==> config.mk <==
export PLATFORM = sky130hd
export DESIGN_NAME = alu4_core
export DESIGN_NICKNAME = d
export VERILOG_FILES = /design/src/rtl/alu4_pkg.sv /design/src/rtl/alu4_logic_unit.sv /design/src/rtl/alu4_arith_unit.sv /design/src/rtl/alu4_core.sv
export SDC_FILE = /design/constraint.sdc
export NUM_CORES = 1
export LEC_CHECK = 0
export BUFFER_PORTS_ARGS = -buffer_cell sky130_fd_sc_hd__buf_2
export CAP_MARGIN = 0
export CORE_ASPECT_RATIO = 0.75
export CORE_UTILIZATION = 35
export DETAILED_ROUTE_END_ITERATION = 16
export PLACE_DENSITY = 0.67
export SLEW_MARGIN = 30
export SYNTH_ARGS = -nofsm -noshare
export SYNTH_HDL_FRONTEND = slang
export SYNTH_SLANG_ARGS = --single-unit
==> constraint.sdc <==
create_clock -name vclk -period 5.8
set_input_delay 1.16 -clock vclk [all_inputs]
set_output_delay 1.16 -clock vclk [all_outputs]
set_load 0.03 [all_outputs]
==> src/rtl/alu4_pkg.sv <==
package alu4_pkg;

    localparam int DATA_W  = 4;
    localparam int OP_W    = 4;
    localparam int LOGIC_W = OP_W - 1;

    typedef logic [DATA_W-1:0] word_t;

    typedef enum logic [OP_W-1:0] {
        OP_NOT_A  = 4'h0,
        OP_NOT_B  = 4'h1,
        OP_AND    = 4'h2,
        OP_OR     = 4'h3,
        OP_NAND   = 4'h4,
        OP_NOR    = 4'h5,
        OP_XOR    = 4'h6,
        OP_XNOR   = 4'h7,
        OP_PASS_A = 4'h8,
        OP_PASS_B = 4'h9,
        OP_INC_A  = 4'hA,
        OP_INC_B  = 4'hB,
        OP_DEC_A  = 4'hC,
        OP_DEC_B  = 4'hD,
        OP_ADD    = 4'hE,
        OP_ADC    = 4'hF
    } alu_op_e;

    typedef struct packed {
        word_t value;
        logic  sign;
    } alu_out_t;

    // Modular sum of two words plus a one-bit carry; the carry out is dropped.
    function automatic word_t wrap_sum(word_t x, word_t y, logic c);
        logic [DATA_W:0] full;
        full = {1'b0, x} + {1'b0, y} + {{DATA_W{1'b0}}, c};
        return full[DATA_W-1:0];
    endfunction

endpackage

==> src/rtl/alu4_logic_unit.sv <==
module alu4_logic_unit
    import alu4_pkg::*;
(
    input  logic [LOGIC_W-1:0] fn_sel,
    input  word_t              opa,
    input  word_t              opb,
    output word_t              y
);

    // One identical lane per bit position.
    for (genvar i = 0; i < DATA_W; i++) begin : g_lane
        always_comb begin
            unique case (fn_sel)
                3'd0: y[i] = ~opa[i];
                3'd1: y[i] = ~opb[i];
                3'd2: y[i] = opa[i] & opb[i];
                3'd3: y[i] = opa[i] | opb[i];
                3'd4: y[i] = ~(opa[i] & opb[i]);
                3'd5: y[i] = ~(opa[i] | opb[i]);
                3'd6: y[i] = opa[i] ^ opb[i];
                default: y[i] = ~(opa[i] ^ opb[i]);
            endcase
        end
    end

endmodule

==> src/rtl/alu4_arith_unit.sv <==
module alu4_arith_unit
    import alu4_pkg::*;
(
    input  alu_op_e op,
    input  word_t   opa,
    input  word_t   opb,
    input  logic    cin,
    output word_t   y
);

    word_t one_src;

    // Odd codes in the unary group act on b, even codes on a.
    assign one_src = op[0] ? opb : opa;

    always_comb begin
        unique case (op)
            OP_PASS_A, OP_PASS_B: y = one_src;
            OP_INC_A,  OP_INC_B:  y = wrap_sum(one_src, word_t'(1), 1'b0);
            OP_DEC_A,  OP_DEC_B:  y = wrap_sum(one_src, '1, 1'b0);
            OP_ADD:               y = wrap_sum(opa, opb, 1'b0);
            OP_ADC:               y = wrap_sum(opa, opb, cin);
            default:              y = '0;
        endcase
    end

endmodule

==> src/rtl/alu4_core.sv <==
module alu4_core
    import alu4_pkg::*;
(
    input  logic [DATA_W-1:0] a_in,
    input  logic [DATA_W-1:0] b_in,
    input  logic              carry_in,
    input  logic [OP_W-1:0]   op_sel,
    output logic [DATA_W-1:0] result,
    output logic              neg_flag
);

    word_t    logic_y;
    word_t    arith_y;
    alu_out_t out_s;

    alu4_logic_unit u_logic (
        .fn_sel (op_sel[LOGIC_W-1:0]),
        .opa    (a_in),
        .opb    (b_in),
        .y      (logic_y)
    );

    alu4_arith_unit u_arith (
        .op     (alu_op_e'(op_sel)),
        .opa    (a_in),
        .opb    (b_in),
        .cin    (carry_in),
        .y      (arith_y)
    );

    always_comb begin
        out_s.value = op_sel[OP_W-1] ? arith_y : logic_y;
        out_s.sign  = out_s.value[DATA_W-1];
    end

    assign result   = out_s.value;
    assign neg_flag = out_s.sign;

endmodule

# --- After elaboration in Yosys (flattened, before gate mapping) ---
# Cells that the tools add are included.
word_totals:
  ff_bits: 0
  input_bits: 13
  wordCells: 61
  output_inout_bits: 5
classes:
  eq_ne: 14
  n_reduce_logical: 4
  bitwise: 32
  addsub: 4
  n_mux: 7
ops:
  columns: ["op", "count"]
  rows:
  - ["4-bit equality test (second input constant)", 8]
  - ["1-bit one-hot mux with 7 select lines", 4]
  - ["1-bit NOT", 20]
  - ["4-bit one-hot mux with 5 select lines", 1]
  - ["3-bit equality test (second input constant)", 3]
  - ["4-bit 2-to-1 mux", 2]
  - ["3-bit by 2-bit equality test with 1-bit output (second input constant)", 2]
  - ["2-bit OR reduction", 3]
  - ["4-bit by 1-bit adder with 4-bit output", 1]
  - ["4-bit by 1-bit adder with 4-bit output (second input constant)", 1]
  - ["4-bit adder", 1]
  - ["4-bit adder (second input constant)", 1]
  - ["1-bit bitwise AND", 4]
  - ["1-bit OR", 4]
  - ["1-bit XOR", 4]
  - ["3-bit by 1-bit equality test with 1-bit output (second input constant)", 1]
  - ["3-bit logical NOT", 1]

# --- Depth between registers and ports, before layout ---
depth:
  ltp_word: 4
  mapped_depth: 10
  ltp_nobuf: 10

# --- By module ---
# A second synthesis with hierarchy kept.
hier_totals:
  hier_cells: 128
  hier_area_um2: 972.2
by_module_without_submodules:
  columns: ["module", "instances", "area_per_inst_um2", "cells_each", "seq_area_each_um2"]
  rows:
  - ["alu4_arith_unit", 1, 498.0, 64, 0.0]
  - ["alu4_logic_unit", 1, 421.7, 59, 0.0]
  - ["alu4_core", 1, 52.6, 5, 0.0]

# --- Least setup slack after synthesis ---
# Ideal clock, no wire load.
synth_timing:
  path_type: "input to output"
  start: "in op_sel[0]"
  end: "out result[3]"
  stages: 8
  slack_ns: 1.196
  arrival_time_ns: 3.444
  required_ns: 4.640
  n_path_buf: 2
  cell_sequence: "buf_6 -> mux2_2 -> ha_1 -> nand2_1 -> o21ai_2 -> mux4_2 -> a21oi_1 -> buf_4"
synth_between:
  elab_chain_len: 4
  word_cells_on_any_way: 24
  cone_classes: "2 x add/sub; 14 x eq/ne; 4 x mux; 4 x reduce/logical"
synth_rtl:
  columns: ["element", "line_no", "source"]
  rows:
  - ["start: declaration", "alu4_core.sv:7", "input logic [OP_W-1:0] op_sel,"]
  - ["4-bit 2-to-1 mux or 4-bit equality test (tied branches)", "alu4_arith_unit.sv:14, alu4_arith_unit.sv:17", null]
  - ["4-bit adder (tied with other cells)", "alu4_pkg.sv:36", "full = {1'b0, x} + {1'b0, y} + {{DATA_W{1'b0}}, c};"]
  - ["4-bit one-hot mux with 5 select lines", "alu4_arith_unit.sv:17", "unique case (op)"]
  - ["4-bit 2-to-1 mux *", "alu4_core.sv:32", "out_s.value = op_sel[OP_W-1] ? arith_y : logic_y;"]
  - ["end: declaration", "alu4_core.sv:8", "output logic [DATA_W-1:0] result,"]
# Every way passes the cells marked *; elsewhere a longest branch is shown, timed or not.

# --- Worst setup path after layout ---
layout_timing:
  start: "in b_in[0]"
  end: "out result[1]"
layout_between:
  elab_chain_len: 4
  word_cells_on_any_way: 7
  cone_classes: "4 x add/sub; 3 x mux"
layout_rtl:
  columns: ["element", "line_no", "source"]
  rows:
  - ["start: declaration", "alu4_core.sv:5", "input logic [DATA_W-1:0] b_in,"]
  - ["4-bit adder or 4-bit 2-to-1 mux (tied branches)", "alu4_pkg.sv:36, alu4_arith_unit.sv:14", null]
  - ["4-bit by 1-bit adder with 4-bit output or 4-bit adder (tied branches)", "alu4_pkg.sv:36", null]
  - ["4-bit one-hot mux with 5 select lines *", "alu4_arith_unit.sv:17", null]
  - ["4-bit 2-to-1 mux *", "alu4_core.sv:32", null]
# Marked as above.

==> flow_summary.yaml <==
routing:
  wl_met1_um: 910
  ant_nets: 0
  viasPerCell: 5.14
  route.detailed.drc: 3
  vias: 725
  highest_layer: "met3"
  met2_length_um: 639
  dr_wl_met3_um: 45
  first_pass_iters: 10
  drt-initial-drc-count: 28
  avgRoutedWirePerCell_um: 11.3
  wirelength_mm: 1.60
clock_network:
  cts_hold_buffers: 0
  cts_resized: 0
  post_cts_buffers: 0
grt:
  grt_pass1_wl_mm: 2.73
  grt_pass1_vias: 607
  groute.usage.overall: 0.134
  overflow: 0
  grt_start_max_net_pins: 30
  antenna_found_initial: 0
sta:
  min_period_ns: 4.61
  relSlewSlack: 0.681
  tns_ns: 0
  maxSlewViolCount: 0
  hold_violations: 0
  rsz0062_at_grt: "no"
  post-route-period-util: 0.795
  fmax_mhz: 217
  max_slew.worst_pin.slew_ns: 0.478
  setup-violations-final: 0
layout:
  stdcell_count: 141
  nets: 146
  ff_latch_area_sq_um: 0
  nFlopsAndLatches: 0
  multiInputGateArea_sq_um: 694
  syn_to_final_growth_pct: 9.01
  nClkBuffers: 0
  nFillCells: 219
  drive_gt1_frac: 0.222
  diodes: 0
critical_path:
  setup.worst_path.class: "input pin to output pin"
  crit_slowest_cell: "fa_1"
  critPathArrivalTime_ns: 3.45
  crit_required_ns: 4.64
  critPathCaptureType: "output pin"
  crit_chain: "buf_2 > ha_1 > inv_1 > fa_1 > inv_1 > ha_1 > nand2b_1 > o211ai_1 > o21ai_0 > mux4_2 > buf_2"
  max_stage_delay_ns: 0.51
  worst_setup_path_start_kind: "input pin"
  path_max_fanout: 4
synthesis:
  yosys_warnings: 0
  syn_inst: 106
  synth.avg_cell_area_sq_um: 7.60
  synth.area.top_cells: "ha_1 (19%), inv_1 (7.9%), mux2i_1 (7.5%)"
  synth_cell_types: 35
  syn-num-nets: 133
  seq_area_frac_synth: 0
  synth_top_area_share: 0.186
  synth_top_area_cell: "ha_1"
  synth_area_sq_um: 806
pwr:
  powerDensity_nw_per_um2: 101
  power_mw: 0.0886
  ir_worst_vdd_mv: 0.0282
  leakage_nw: 0.458
place:
  gp_congestion: 0.764
  hpwlAfterDp_mm: 1.29
  portBuffers: 18
  dp.cells: 141
floorplanning:
  ioPinCount: 18
  core_sq_um: 2080
  row_count: 14
  die_h_um: 43.6
  start_util: 0.387
  die_w_um: 57.4
  die_area_sq_um: 2500
hold_path:
  hold_path_class: "input pin to output pin"
flow_run:
  drv_cap: 0
outcome:
  outcome: "complete, but fails checks"
  violations: "design-rule violations"
==> worst paths after layout <==
| kind | startpoint | end | slack, ns | cells after the start |
|---|---|---|---|---|
| worst max-delay path | b_in[0] | result[1] | 1.19 | 11 |
| worst min-delay path | op_sel[3] | result[2] | 2.69 | 3 |
==> cell usage after synthesis, types with 3 or more instances <==
| library cell | number |
|---|---|
| inv_1 | 17 |
| o211ai_1 | 3 |
| ha_1 | 12 |
| o21ai_0 | 3 |
| xor2_1 | 5 |
| nand2_1 | 8 |
| mux2i_1 | 6 |
| nand3_1 | 3 |
| a21oi_1 | 9 |
| nor2_1 | 5 |
==> cells in the final DEF (no fill, tap or decap), drive strengths merged <==
master / n
buf: 18
o221ai: 1
nand3: 3
o21ai: 5
nor2: 5
mux2i: 7
xnor3: 1
nor3: 3
o211ai: 3
nand2: 9
o211a: 1
a31oi: 1
ha: 12
o311ai: 1
xnor2: 2
or2b: 1
inv: 17
a211o: 2
a21o: 2
xor2: 5
nand2b: 2
mux2: 1
fa: 2
a211oi: 1
a21oi: 9
mux4: 2
nor2b: 1
==> layout make-up <==
cell class / instances / area share
inverter: 17 / 0.0726
multi-input combinational: 82 / 0.791
tap: 24 / 0.0342
timing repair buffer: 18 / 0.103
==> critical path, delay by kind of cell <==
family	cells	cell delay, ns
buffers and inverters	4	0.45
adders and majority gates	3	1.04
AOI/OAI and AO/OA	2	0.20
and+or+nand+nor	1	0.14
muxes	1	0.46
==> routing by layer <==
metal,vias up,global-route usage
met4,0,0
met5,-,0
met3,0,0.00299
met1,325,0.210
li1,388,-
met2,12,0.219
==> through the flow <==
| step | hold WS [ns] | utilization | area [sq um] | setup WS, ns |
|---|---|---|---|---|
| after floorplan | 2.50 | - | 806 | 1.20 |
| after global placement | 2.68 | 0.421 | 878 | 1.20 |
| after detailed placement | 2.68 | 0.421 | 878 | 1.18 |
| after CTS | 2.68 | 0.421 | 878 | 1.17 |
| after global routing | 2.71 | 0.421 | 878 | 1.04 |
| final | 2.69 | 0.421 | 878 | 1.19 |
==> power breakdown <==
| group | switching, mW | leakage, nW | internal [mW] | total [mW] |
|---|---|---|---|---|
| combinational | 0.0510 | 0.458 | 0.0376 | 0.0886 |
| sequential | 0 | 0 | 0 | 0 |
| clock | 0 | 0 | 0 | 0 |
| total | 0.0510 | 0.458 | 0.0376 | 0.0886 |
==> cell families (layout without fill, tap and decap cells) <==
kind of cell	Yosys count	count (layout)	share of synthesized area
and+or+nand+nor	24	24	0.144
buffers and inverters	24	35	0.138
xor gates and xnor gates	8	8	0.104
AOI/OAI and AO/OA	26	26	0.216
adders and majority gates	14	14	0.236
muxes	10	10	0.161
Power figures use the tool's default switching activity.
